### src/rtl/bsz_pkg.sv
package bsz_pkg;
  localparam int NBYTES = 4;
  localparam int DW     = NBYTES * 8;

  typedef enum logic [1:0] {PH_IDLE = 2'd0, PH_ADDR = 2'd1, PH_DATA = 2'd2} bus_ph_t;

  // A 16-bit answer on a request spanning both halves needs a second cycle.
  function automatic logic need_split(input logic [NBYTES-1:0] be, input logic half);
    return half && (|be[1:0]) && (|be[3:2]);
  endfunction

  function automatic logic [NBYTES-1:0] keep_upper(input logic [NBYTES-1:0] be);
    return {be[3:2], 2'b00};
  endfunction

  // Upper-only enables: mirror upper write bytes onto the low lanes.
  function automatic logic [DW-1:0] steer_wr(input logic [DW-1:0] w, input logic [NBYTES-1:0] be);
    return (be[1:0] == 2'b00) ? {w[31:16], w[31:16]} : w;
  endfunction

  function automatic logic [DW-1:0] merge_rd(input logic [DW-1:0] old, input logic [DW-1:0] din,
                                             input logic [NBYTES-1:0] be, input logic half);
    logic [DW-1:0] src;
    logic [DW-1:0] res;
    logic          take;
    src = (half && be[1:0] == 2'b00) ? {din[15:0], din[15:0]} : din;
    res = old;
    for (int i = 0; i < NBYTES; i++) begin
      take = be[i] && (!half || i < 2 || be[1:0] == 2'b00);
      if (take) res[i*8 +: 8] = src[i*8 +: 8];
    end
    return res;
  endfunction
endpackage

### src/rtl/bsz_seq.sv
module bsz_seq
  import bsz_pkg::*;
#(
  parameter int AW = 30
) (
  input  logic              clk,
  input  logic              rst_n,
  input  logic              req_valid,
  input  logic              req_write,
  input  logic [AW-1:0]     req_addr,
  input  logic [NBYTES-1:0] req_be,
  input  logic [DW-1:0]     req_wdata,
  input  logic              bus_rdy_n,
  input  logic              bus_half_n,
  output logic              bus_ads_n,
  output logic [AW-1:0]     bus_addr,
  output logic [NBYTES-1:0] bus_be_n,
  output logic              bus_wr,
  output logic              busy,
  output logic [NBYTES-1:0] cur_be,
  output logic [DW-1:0]     wdata_q,
  output logic              accept_evt,
  output logic              cap_evt,
  output logic              half_ans,
  output logic              done
);
  bus_ph_t           ph;
  logic [AW-1:0]     addr_q;
  logic [NBYTES-1:0] be_q;
  logic              wr_q;
  logic              ack_evt, split_evt, final_evt;

  assign accept_evt = (ph == PH_IDLE) && req_valid;
  assign ack_evt    = (ph == PH_DATA) && !bus_rdy_n;
  assign half_ans   = !bus_half_n;
  assign split_evt  = ack_evt && need_split(be_q, half_ans);
  assign final_evt  = ack_evt && !split_evt;
  assign cap_evt    = ack_evt && !wr_q;

  always_ff @(posedge clk) begin
    if (!rst_n) begin
      ph      <= PH_IDLE;
      addr_q  <= '0;
      be_q    <= '0;
      wr_q    <= 1'b0;
      wdata_q <= '0;
      done    <= 1'b0;
    end else begin
      done <= final_evt;
      unique case (ph)
        PH_IDLE: if (req_valid) begin
          ph      <= PH_ADDR;
          addr_q  <= req_addr;
          be_q    <= req_be;
          wr_q    <= req_write;
          wdata_q <= req_wdata;
        end
        PH_ADDR: ph <= PH_DATA;
        PH_DATA: if (split_evt) begin
          ph   <= PH_ADDR;
          be_q <= keep_upper(be_q);
        end else if (final_evt) begin
          ph <= PH_IDLE;
        end
        default: ph <= PH_IDLE;
      endcase
    end
  end

  assign busy      = (ph != PH_IDLE);
  assign bus_ads_n = (ph != PH_ADDR);
  assign bus_addr  = addr_q;
  assign bus_be_n  = busy ? ~be_q : '1;
  assign bus_wr    = busy && wr_q;
  assign cur_be    = be_q;

  p_strobe_single_r2: assert property (@(posedge clk) disable iff (!rst_n)
    !bus_ads_n |=> bus_ads_n);
  p_wait_hold_r3: assert property (@(posedge clk) disable iff (!rst_n)
    (ph == PH_DATA && bus_rdy_n) |=> (bus_ads_n && busy && $stable(bus_be_n) && $stable(bus_addr) && $stable(bus_wr)));
  p_split_upper_r5: assert property (@(posedge clk) disable iff (!rst_n)
    split_evt |=> (!bus_ads_n && bus_be_n[1:0] == 2'b11));
  p_done_pulse_r10: assert property (@(posedge clk) disable iff (!rst_n)
    done |=> !done);
  p_final_idle_r10: assert property (@(posedge clk) disable iff (!rst_n)
    final_evt |=> (done && bus_be_n == 4'hF && bus_ads_n));
  p_busy_hold_r12: assert property (@(posedge clk) disable iff (!rst_n)
    (busy && !ack_evt && ph != PH_ADDR) |=> $stable(bus_addr));
endmodule

### src/rtl/bsz_lanes.sv
module bsz_lanes
  import bsz_pkg::*;
(
  input  logic              clk,
  input  logic              rst_n,
  input  logic              clr,
  input  logic              cap,
  input  logic              half,
  input  logic [NBYTES-1:0] cur_be,
  input  logic [DW-1:0]     wdata_q,
  input  logic [DW-1:0]     bus_din,
  output logic [DW-1:0]     bus_dout,
  output logic [DW-1:0]     rdata
);
  logic lower_half_cap;

  assign bus_dout       = steer_wr(wdata_q, cur_be);
  assign lower_half_cap = cap && half && (cur_be[1:0] != 2'b00);

  always_ff @(posedge clk) begin
    if (!rst_n)   rdata <= '0;
    else if (clr) rdata <= '0;
    else if (cap) rdata <= merge_rd(rdata, bus_din, cur_be, half);
  end

  p_half_upper_kept_r11: assert property (@(posedge clk) disable iff (!rst_n)
    lower_half_cap |=> (rdata[31:16] == $past(rdata[31:16])));
  p_clear_on_accept_r11: assert property (@(posedge clk) disable iff (!rst_n)
    clr |=> (rdata == '0));
endmodule

### src/rtl/bus_size_ctrl.sv
module bus_size_ctrl
  import bsz_pkg::*;
#(
  parameter int AW = 30
) (
  input  logic          clk,
  input  logic          rst_n,
  input  logic          req_valid,
  input  logic          req_write,
  input  logic [AW-1:0] req_addr,
  input  logic [3:0]    req_be,
  input  logic [31:0]   req_wdata,
  output logic          done,
  output logic [31:0]   rdata,
  output logic          bus_ads_n,
  output logic [AW-1:0] bus_addr,
  output logic [3:0]    bus_be_n,
  output logic          bus_wr,
  output logic [31:0]   bus_dout,
  input  logic [31:0]   bus_din,
  input  logic          bus_rdy_n,
  input  logic          bus_half_n
);
  logic              busy, accept_evt, cap_evt, half_ans;
  logic [NBYTES-1:0] cur_be;
  logic [DW-1:0]     wdata_q;

  bsz_seq #(.AW(AW)) u_seq (
    .clk(clk), .rst_n(rst_n),
    .req_valid(req_valid), .req_write(req_write), .req_addr(req_addr),
    .req_be(req_be), .req_wdata(req_wdata),
    .bus_rdy_n(bus_rdy_n), .bus_half_n(bus_half_n),
    .bus_ads_n(bus_ads_n), .bus_addr(bus_addr), .bus_be_n(bus_be_n), .bus_wr(bus_wr),
    .busy(busy), .cur_be(cur_be), .wdata_q(wdata_q),
    .accept_evt(accept_evt), .cap_evt(cap_evt), .half_ans(half_ans), .done(done)
  );

  bsz_lanes u_lanes (
    .clk(clk), .rst_n(rst_n),
    .clr(accept_evt), .cap(cap_evt), .half(half_ans),
    .cur_be(cur_be), .wdata_q(wdata_q), .bus_din(bus_din),
    .bus_dout(bus_dout), .rdata(rdata)
  );

  p_idle_quiet_r1: assert property (@(posedge clk) disable iff (!rst_n)
    !busy |-> (bus_ads_n && bus_be_n == 4'hF && !bus_wr));
endmodule

### config.mk
export PLATFORM = sky130hd
export DESIGN_NAME = bus_size_ctrl
export DESIGN_NICKNAME = d
export VERILOG_FILES = /design/src/rtl/bsz_pkg.sv /design/src/rtl/bsz_seq.sv /design/src/rtl/bsz_lanes.sv /design/src/rtl/bus_size_ctrl.sv
export SDC_FILE = /design/constraint.sdc
export NUM_CORES = 1
export LEC_CHECK = 0
export CAP_MARGIN = 10
export CELL_PAD_IN_SITES_DETAIL_PLACEMENT = 1
export CELL_PAD_IN_SITES_GLOBAL_PLACEMENT = 2
export CORE_UTILIZATION = 23
export DETAILED_ROUTE_END_ITERATION = 12
export PLACE_DENSITY = 0.88
export SETUP_SLACK_MARGIN = 0.15
export SYNTH_ARGS = -nofsm -noshare
export SYNTH_HDL_FRONTEND = slang
export SYNTH_SLANG_ARGS = --single-unit
export TNS_END_PERCENT = 30
### constraint.sdc
create_clock -name clk -period 1.9 [get_ports clk]
set_input_delay 0.19 -clock clk [delete_from_list [all_inputs] [get_ports clk]]
set_output_delay 0.19 -clock clk [all_outputs]
set_load 0.01 [all_outputs]
* Yosys cells after proc, flatten, opt, wreduce, memory -nomap -nowiden *
Index checks and enable logic that the tools add are counted.

word-level totals
  bits in registers = 102
  input port bits = 104
  output and inout bits = 101
  logic and storage cells = 61

operators by class
  equality and inequality tests = 6
  muxes and demuxes = 10
  bitwise logic cells = 3
  reduce and logical (&&, ||, !) cells = 31

operators by type and width
  cell                                                 count
  2-to-1 mux 32 bit                                    1
  2-to-1 mux 16 bit                                    1
  AND reduction 2 bit                                  6
  logical AND 1 bit                                    11
  2-to-1 mux 2 bit                                     4
  2-to-1 mux 4 bit                                     2
  one-hot mux 4 bit (2 select lines)                   1
  one-hot mux 2 bit (3 select lines)                   1
  AND reduction 3 bit                                  2
  OR reduction 2 bit                                   3
  logical NOT 1 bit                                    4
  logical NOT 2 bit                                    2
  != test 2 x 1 -> 1 bit, second input constant        2
  NOT 4 bit                                            1
  nonzero test 2 bit                                   2
  != test 3 x 1 -> 1 bit, second input constant        1
  equality test 2 x 1 -> 1 bit, second input constant  1
  equality test 2 bit, second input constant           1
  != test 2 bit, second input constant                 1
  NOT 1 bit                                            2
  logical OR 1 bit                                     1

* Logic depth before layout (Yosys ltp) *
Gate-level depths: netlist (run 1).

  word-level depth = 9
  gate-level depth with buffers = 6
  depth with buffers taken out = 3

* Cells and area by module *
Synthesis (run 1) repeated with hierarchy kept, for this count alone.

unflattened totals
  cells, all modules = 518
  area total of the unflattened synthesis = 4595.7 um^2

by module, submodules not included
  module     instances  cells each  area an instance (um^2)  sequential area each (um^2)
  bsz_seq    1          315         2741.4                   1401.3
  bsz_lanes  1          203         1854.3                   640.6

* Worst setup path after synthesis (run 1) *
Ideal clock, no wire load.

  path type = register to output
  from = register u_seq.be_q[1] (netlist: u_seq.cur_be[1])
  to = output bus_dout[11]
  arrival time = 1.409 ns
  required time = 1.710 ns
  setup slack = 0.301 ns
  stages on the path, launching flop included = 5
  buffers on the path = 2
  path through = dfxtp_1 > buf_6 > nor2_1 > buf_2 > mux2_1

on the way
  longest elaborated chain between the ends = 2

ends and longest elaborated chain
  element                   line                 source
  start: declaration        bsz_seq.sv:29        logic [NBYTES-1:0] be_q;
  start signal: assignment  bsz_seq.sv:54        be_q <= req_be;
  start signal: assignment  bsz_seq.sv:61        be_q <= keep_upper(be_q);
  logical NOT 2 bit         bsz_pkg.sv:18        return (be[1:0] == 2'b00) ? {w[31:16], w[31:16]} : w;
  2-to-1 mux 16 bit         bsz_pkg.sv:18
  end: declaration          bus_size_ctrl.sv:19  output logic [31:0] bus_dout,

No other way between the ends.

* Worst setup path after layout (run 1) *
  from = register u_seq.be_q[1] (netlist: u_seq.cur_be[1])
  to = output bus_dout[12]

Same word-level chain as after synthesis.

==> key figures, run 1 <==
Outcome
  • Status: finished clean

Logic synthesis
  • Synth Instances: around 500
  • Largest cells by area after synthesis: dfxtp_1 (46%), nand2_1 (11%), a21boi_1 (11%)
  • Top_reg_cell synth: dfxtp_1
  • Mean Syn Cell Area: 8.85 um^2
  • Synth async-reset ratio: 0%
  • EDFF count, synth: 0
  • Top cells by count, synth: nand2_1 (132), dfxtp_1 (102), a21boi_1 (65)
  • Synth top area share: 45.8%
  • Flops & latches, synth: just over 100
  • Mapped Area: 4460 um^2
  • Sequential fraction of the synthesis area: 45.8%
  • Most frequent cell after synthesis: nand2_1
  • Yosys top cell by area: dfxtp_1
  • Yosys warnings: 0
  • Netlist cell types: 37
  • Post-Syn Nets: 608

Place
  • GPL Wtd Cong: 0.820
  • Placed Area: about 6700 um^2
  • Hpwl dp: 10.9 mm
  • Port buffer count: 204

Critical path
  • Crit path launch type: register
  • R2r worst-path depth: 4
  • Largest stage delay on the critical path: 0.33 ns
  • CP Data Arrival Time: 1.60 ns
  • FF-to-FF Start: u_seq.cur_be[1]
  • Crit end category: output pin
  • Most numerous cell on the critical path: buf_6
  • Cell family with most CP delay: buffers and inverters
  • Worst path slowest cell: dfxtp_2
  • CP Cell Sequence: nor2_4 > buf_12 > buf_16 > buf_6 > mux2_4 > buf_6
  • Reg-to-reg setup timing slack: 0.33 ns
  • Crit Path Max Fanout: 7
  • R2r endpoint: u_lanes.rdata[31]
  • Worst Setup Path Type: reg -> out
  • Worst path required time: 1.71 ns
  • Worst Path Buf+Inv: 4

Floorplan
  • Initial core utilization: between 20% and 30%
  • Area of the die: 20000 um^2
  • Die Width: 141 um
  • Row cnt: 50
  • IO Pins: about 210
  • Die height: 141 um
  • CORE AREA: 18800 um^2

Clock tree
  • CTS max path bufs: 2
  • CTS tree: done
  • Htree depth: 3
  • Clock sink count: 102
  • Worst-Skew Late Latency: 0.35 ns
  • CTS root buffer: clkbuf_16
  • Num CTS Buffers: 9
  • Clk pin slew, worst setup/hold paths: 0.07 ns
  • Cts hold-fix bufs: 0

Cells and area
  • Final net count: 786
  • Filler Cell Count: 2151
  • Layout cells sized above 1: between 10% and 20%
  • Area growth, synth to finish: 59.8%
  • Non-Filler Cell Area, Final: a little over 7000 um^2
  • Fin util: between 30% and 40%
  • Antenna cell count: 0

Global route
  • Largest net degree at the start of global routing: 68
  • Overflow after GRT: 0
  • Antenna violations before repair: 0
  • First-pass GRT wire length: ~24 mm
  • Vias in the first global route: 4487
  • Gr usage total: between 15 and 20%

Worst hold path
  • Hold Crit Depth: 2
  • Worst hold path type: in -> reg
  • Worst Hold Path EP: u_seq.ph[1]
  • Hold_sp: rst_n

Timing
  • Setup tns final: 0 ns
  • Hold Fails Final Rpt: 0
  • Max frequency: 0.558 GHz
  • Period utilization: between 90% and 100%
  • Worst-Margin Slew: 0.568 ns
  • Final Setup Violations: 0
  • Rel. slew slack: 62.0%
  • Final Slew Violations: 0
  • Setup Skew: approximately 0.007 ns
  • Unrepaired setup endpoints after global routing: true
  • Final critical-path required period: about 1.8 ns

Drt
  • Via Count: 4224
  • Drt total wl: 15.0 mm
  • Detail Route Antenna Nets: 0
  • # DRC: 0
  • Drt first pass iters: 4
  • First DRT Iteration DRCs: 105
  • Vias per inst: 4.46
  • Wirelength per Cell: 15.9 um

Flow run
  • Max_cap viols: 0

Power and ir drop
  • PwrDens: around 740 nW/um^2
  • Max rail drop VDD: between 0.0004 and 0.0005 V
  • Lkg Pwr: 2.60 nW
routing by layer:
layer,global-route usage (%),share of wire [%],vias up
met3,6.11,10,16
met4,5.21,1.4,0
met2,26.1,47,151
li1,-,-,2063
met1,17.2,41,1994
met5,0,0,-
power breakdown:
group / internal (mW) / switching (mW) / leakage [nW]
Sequential: 2.23 / 0.0703 / 0.834
Combinational: 0.585 / 0.460 / 1.62
Clock: 1.07 / 0.863 / 0.153
worst max path at each step:
stage                               start                end  slack, ns  cells past startpoint
after floorplan           u_seq.cur_be[1]       bus_dout[11]       0.30                      4
after global placement          bus_rdy_n   u_lanes.rdata[3]       0.12                      4
after detailed placement       bus_half_n  u_lanes.rdata[31]       0.06                      4
after CTS                 u_seq.cur_be[0]       bus_dout[12]       0.06                      6
after global routing      u_seq.cur_be[1]       bus_dout[12]       0.04                      6
final                     u_seq.cur_be[1]       bus_dout[12]       0.11                      6
through the flow:
stage | worst slack, ns | hold WS (ns) | instances | power [mW]
floorplan | 0.301 | 0.325 | 504 | 2.80
global placement | 0.125 | 0.439 | 927 | 3.33
detailed placement | 0.0618 | 0.447 | 927 | 3.36
CTS | 0.0596 | 0.332 | 947 | 5.39
global route | 0.0379 | 0.355 | 947 | 5.54
finish | 0.108 | 0.322 | 947 | 5.28
area by class of cell:
cell class | count | area [um^2] | share of cell area (%)
well taps | 260 | 325 | 4.56
multi-input cells | 341 | 2120 | 29.8
repair buffers | 226 | 2320 | 32.5
inverters | 2 | 7.51 | 0.105
flip-flops and latches | 102 | 2050 | 28.7
clock inverters | 6 | 70.1 | 0.983
clock buffers | 10 | 239 | 3.35
cell families (layout without fill, tap and decap cells):
group | Yosys count | count (layout) | synth area share, %
AO/OA/AOI/OAI | 140 | 140 | 22.2
flip-flops | 102 | 102 | 45.8
buffers and inverters | 61 | 244 | 7.66
AND/OR/NAND/NOR | 169 | 169 | 16.8
multiplexers | 32 | 32 | 7.63
registers in the layout, summed over array words and instances, names as in the netlist:
signal,count
u_lanes.rdata,32
u_seq.ph,2
u_seq.cur_be,4
u_seq.wr_q,1
u_seq.wdata_q,32
u_seq.done,1
u_seq.bus_addr,30
worst register-to-register path: stages (launching register included):
cell and delay (ns):
dfxtp_2 0.33, buf_4 0.16, o21bai_2 0.37, and3_1 0.44
a211oi_1 0.13
repair_timing:
| item | in CTS | in global routing |
|---|---|---|
| endpoints found under the setup margin | 30 | 38 |
| gates resized for setup | 89 | 2 |
| setup buffers | 3 | 0 |
| cloned | 1 | 0 |
| pin swaps | 1 | 1 |
placed cells by master, fill, tap and decap left out, drive strengths merged, types with 3 or more instances in the layout:
cell	Yosys	layout
clkdlybuf4s50	0	187
nand2	132	132
dfxtp	102	102
a21boi	66	66
buf	39	39
o21ai	22	22
nand3	20	20
a21oi	16	16
mux2i	16	16
a31oi	16	16
a211oi	16	16
mux2	16	16
clkbuf	20	10
clkinv	0	4
inv	2	3
No activity file was read; power rests on OpenSTA's default activity.
==> inputs of run 2 (changes only) <==
- PLACE_DENSITY: 0.88 -> unset
- PLACE_DENSITY_LB_ADDON: unset -> 0.1
==> key figures, run 2 (same netlist as run 1, synthesis figures left out) <==
Outcome
  • Status: finished clean

Cells and area
  • Fin util: 37.4% (-0.43 points)
  • Non-Filler Cell Area, Final: 7050 um^2 (-1.1%)
  • Commonest non-fill, non-tap cells in the layout: clkdlybuf4s50_1 (187), nand2_1 (132), dfxtp_1 (98)
  • Antenna cell count: 0 (unchanged)
  • Area growth, synth to finish: 58.0%
  • Commonest non-fill, non-tap cell in the layout: clkdlybuf4s50_1
  • Layout cells sized above 1: 12.3% (-0.38 points)
  • Final net count: 791 (+0.64%)

Floorplan
  • Die Width: 141 um (unchanged)
  • Die height: 141 um (unchanged)
  • Area of the die: 20000 um^2 (unchanged)
  • IO Pins: 205 (unchanged)
  • Initial core utilization: 23.7% (unchanged)
  • CORE AREA: 18800 um^2 (unchanged)
  • Row cnt: 50 (unchanged)

Clock tree
  • CTS root buffer: clkbuf_16
  • Clock sink count: 102 (unchanged)
  • CTS tree: done
  • Clk pin slew, worst setup/hold paths: 0.07 ns (about the same)
  • Htree depth: 3 (unchanged)
  • Worst-Skew Late Latency: 0.36 ns (about the same)
  • Num CTS Buffers: 9 (unchanged)
  • CTS max path bufs: 2 (unchanged)

Critical path
  • CP Data Arrival Time: 1.56 ns (-0.04 ns)
  • Worst path slowest cell: clkdlybuf4s50_1
  • Worst Setup Path Type: reg -> out
  • Crit end category: output pin
  • CP Cell Sequence: buf_4 > o21ai_0 > clkdlybuf4s50_1
  • Worst path required time: 1.71 ns (about the same)
  • Crit Path Max Fanout: 13 (+6)
  • Largest stage delay on the critical path: 0.58 ns (+0.25 ns)
  • Crit path launch type: register

Power and ir drop
  • Max rail drop VDD: 0.000432 V (+1.0%)
  • PwrDens: 753 nW/um^2 (+1.6%)
  • Lkg Pwr: 2.58 nW (-0.97%)
  • Design Power: 5.30 mW (+0.44%)

Timing
  • Period utilization: 92.3% (-2.0 points)
  • Final critical-path required period: 1.75 ns (-0.0373 ns)
  • Final Slew Violations: 0 (unchanged)
  • Rel. slew slack: 61.7% (-0.33 points)
  • Worst-Margin Slew: 0.573 ns (+0.00490 ns)
  • Hold Fails Final Rpt: 0 (unchanged)
  • Final Setup Violations: 0 (unchanged)
  • Setup tns final: 0 ns (unchanged)
  • Max frequency: 0.570 GHz (+2.1%)
  • Unrepaired setup endpoints after global routing: true
  • Final Worst Setup Slack: 0.145 ns (+0.0373 ns)
  • Setup Skew: 0.00729 ns (+0.0000976 ns)

Drt
  • Vias per inst: 4.45 (-0.31%)
  • Detail Route Antenna Nets: 0 (unchanged)
  • Via Count: 4233 (+0.21%)
  • First DRT Iteration DRCs: 77 (-27%)
  • Drt total wl: 15.3 mm (+1.5%)
  • Wirelength per Cell: 16.0 um (+1.0%)
  • Drt first pass iters: 4 (unchanged)
  • # DRC: 0 (unchanged)

Place
  • DP Worst Slack: 0.0386 ns (-0.0231 ns)
  • Port buffer count: 204 (unchanged)
  • Hpwl dp: 10.9 mm (+0.57%)
  • Placed Area: 6740 um^2 (about the same)
  • GPL Wtd Cong: 0.733 (-11%)

Global route
  • Antenna violations before repair: 1 (+1)
  • Largest net degree at the start of global routing: 50 (-26%)
  • Vias in the first global route: 4541 (+1.2%)
  • Gr usage total: 15.7% (+0.41 points)
  • Overflow after GRT: 0 (unchanged)
  • First-pass GRT wire length: 24.3 mm (+1.1%)

Flow run
  • Max_cap viols: 0 (unchanged)

Worst hold path
  • Worst hold path type: in -> reg
==> run 2: worst paths after layout <==
kind / cells past startpoint / to / slack (ns) / from
worst min-delay path: 2 / u_seq.bus_addr[28] / 0.36 / rst_n
worst max-delay path: 3 / bus_be_n[0] / 0.15 / u_seq.cur_be[0]
worst min register to register: 2 / u_seq.wdata_q[9] / 0.45 / u_seq.wdata_q[9]
worst max register to register: 4 / u_lanes.rdata[31] / 0.38 / u_seq.cur_be[0]
==> run 2: critical path, delay by kind of cell, from the launching register on <==
family          cells  cell delay, ns
flops               1            0.34
compound gates      1            0.10
buf+inv             2            0.77
==> run 2: what timing repair did <==
| item | CTS | global route |
|---|---|---|
| gates resized for setup | 69 | 4 |
| setup buffers | 4 | 1 |
| endpoints found under the setup margin | 22 | 29 |
| pin swaps | 1 | 0 |
| hold buffers | 0 | 0 |
==> run 2: power breakdown <==
group	switching [mW]	internal (mW)
clock	0.846	1.16
sequential	0.0639	2.23
combinational	0.454	0.548
total	1.36	3.94
==> run 2: metrics by stage <==
| step | hold slack, ns | instances |
|---|---|---|
| after floorplan | 0.325 | 504 |
| final | 0.363 | 952 |
| after global placement | 0.438 | 931 |
| after detailed placement | 0.442 | 931 |
| after global routing | 0.372 | 952 |
| after CTS | 0.366 | 951 |
==> run 2: per-layer routing <==
layer / wire length (um) / global-route usage, % / vias to the layer above
met5: 13 / 0 / -
met4: 200 / 5.09 / 2
met3: 1260 / 5.70 / 15
met2: 7380 / 27.0 / 123
met1: 6410 / 17.9 / 2019
li1: - / - / 2074
==> run 2: final cells by class <==
| type | count | area [um^2] |
|---|---|---|
| Multi-Input combinational cell | 341 | 2100 |
| Sequential cell | 102 | 2050 |
| Clock buffer | 11 | 233 |
| Tap cell | 260 | 325 |
| Clock inverter | 5 | 83.8 |
| Timing Repair Buffer | 231 | 2250 |
| Inverter | 2 | 7.51 |
| Fill cell | 2163 | 11800 |
==> inputs of run 3 (changes only) <==
- SLEW_MARGIN: unset -> 5
==> results of run 3 <==
Final layout, timing and power as in run 2 (identical DEF).
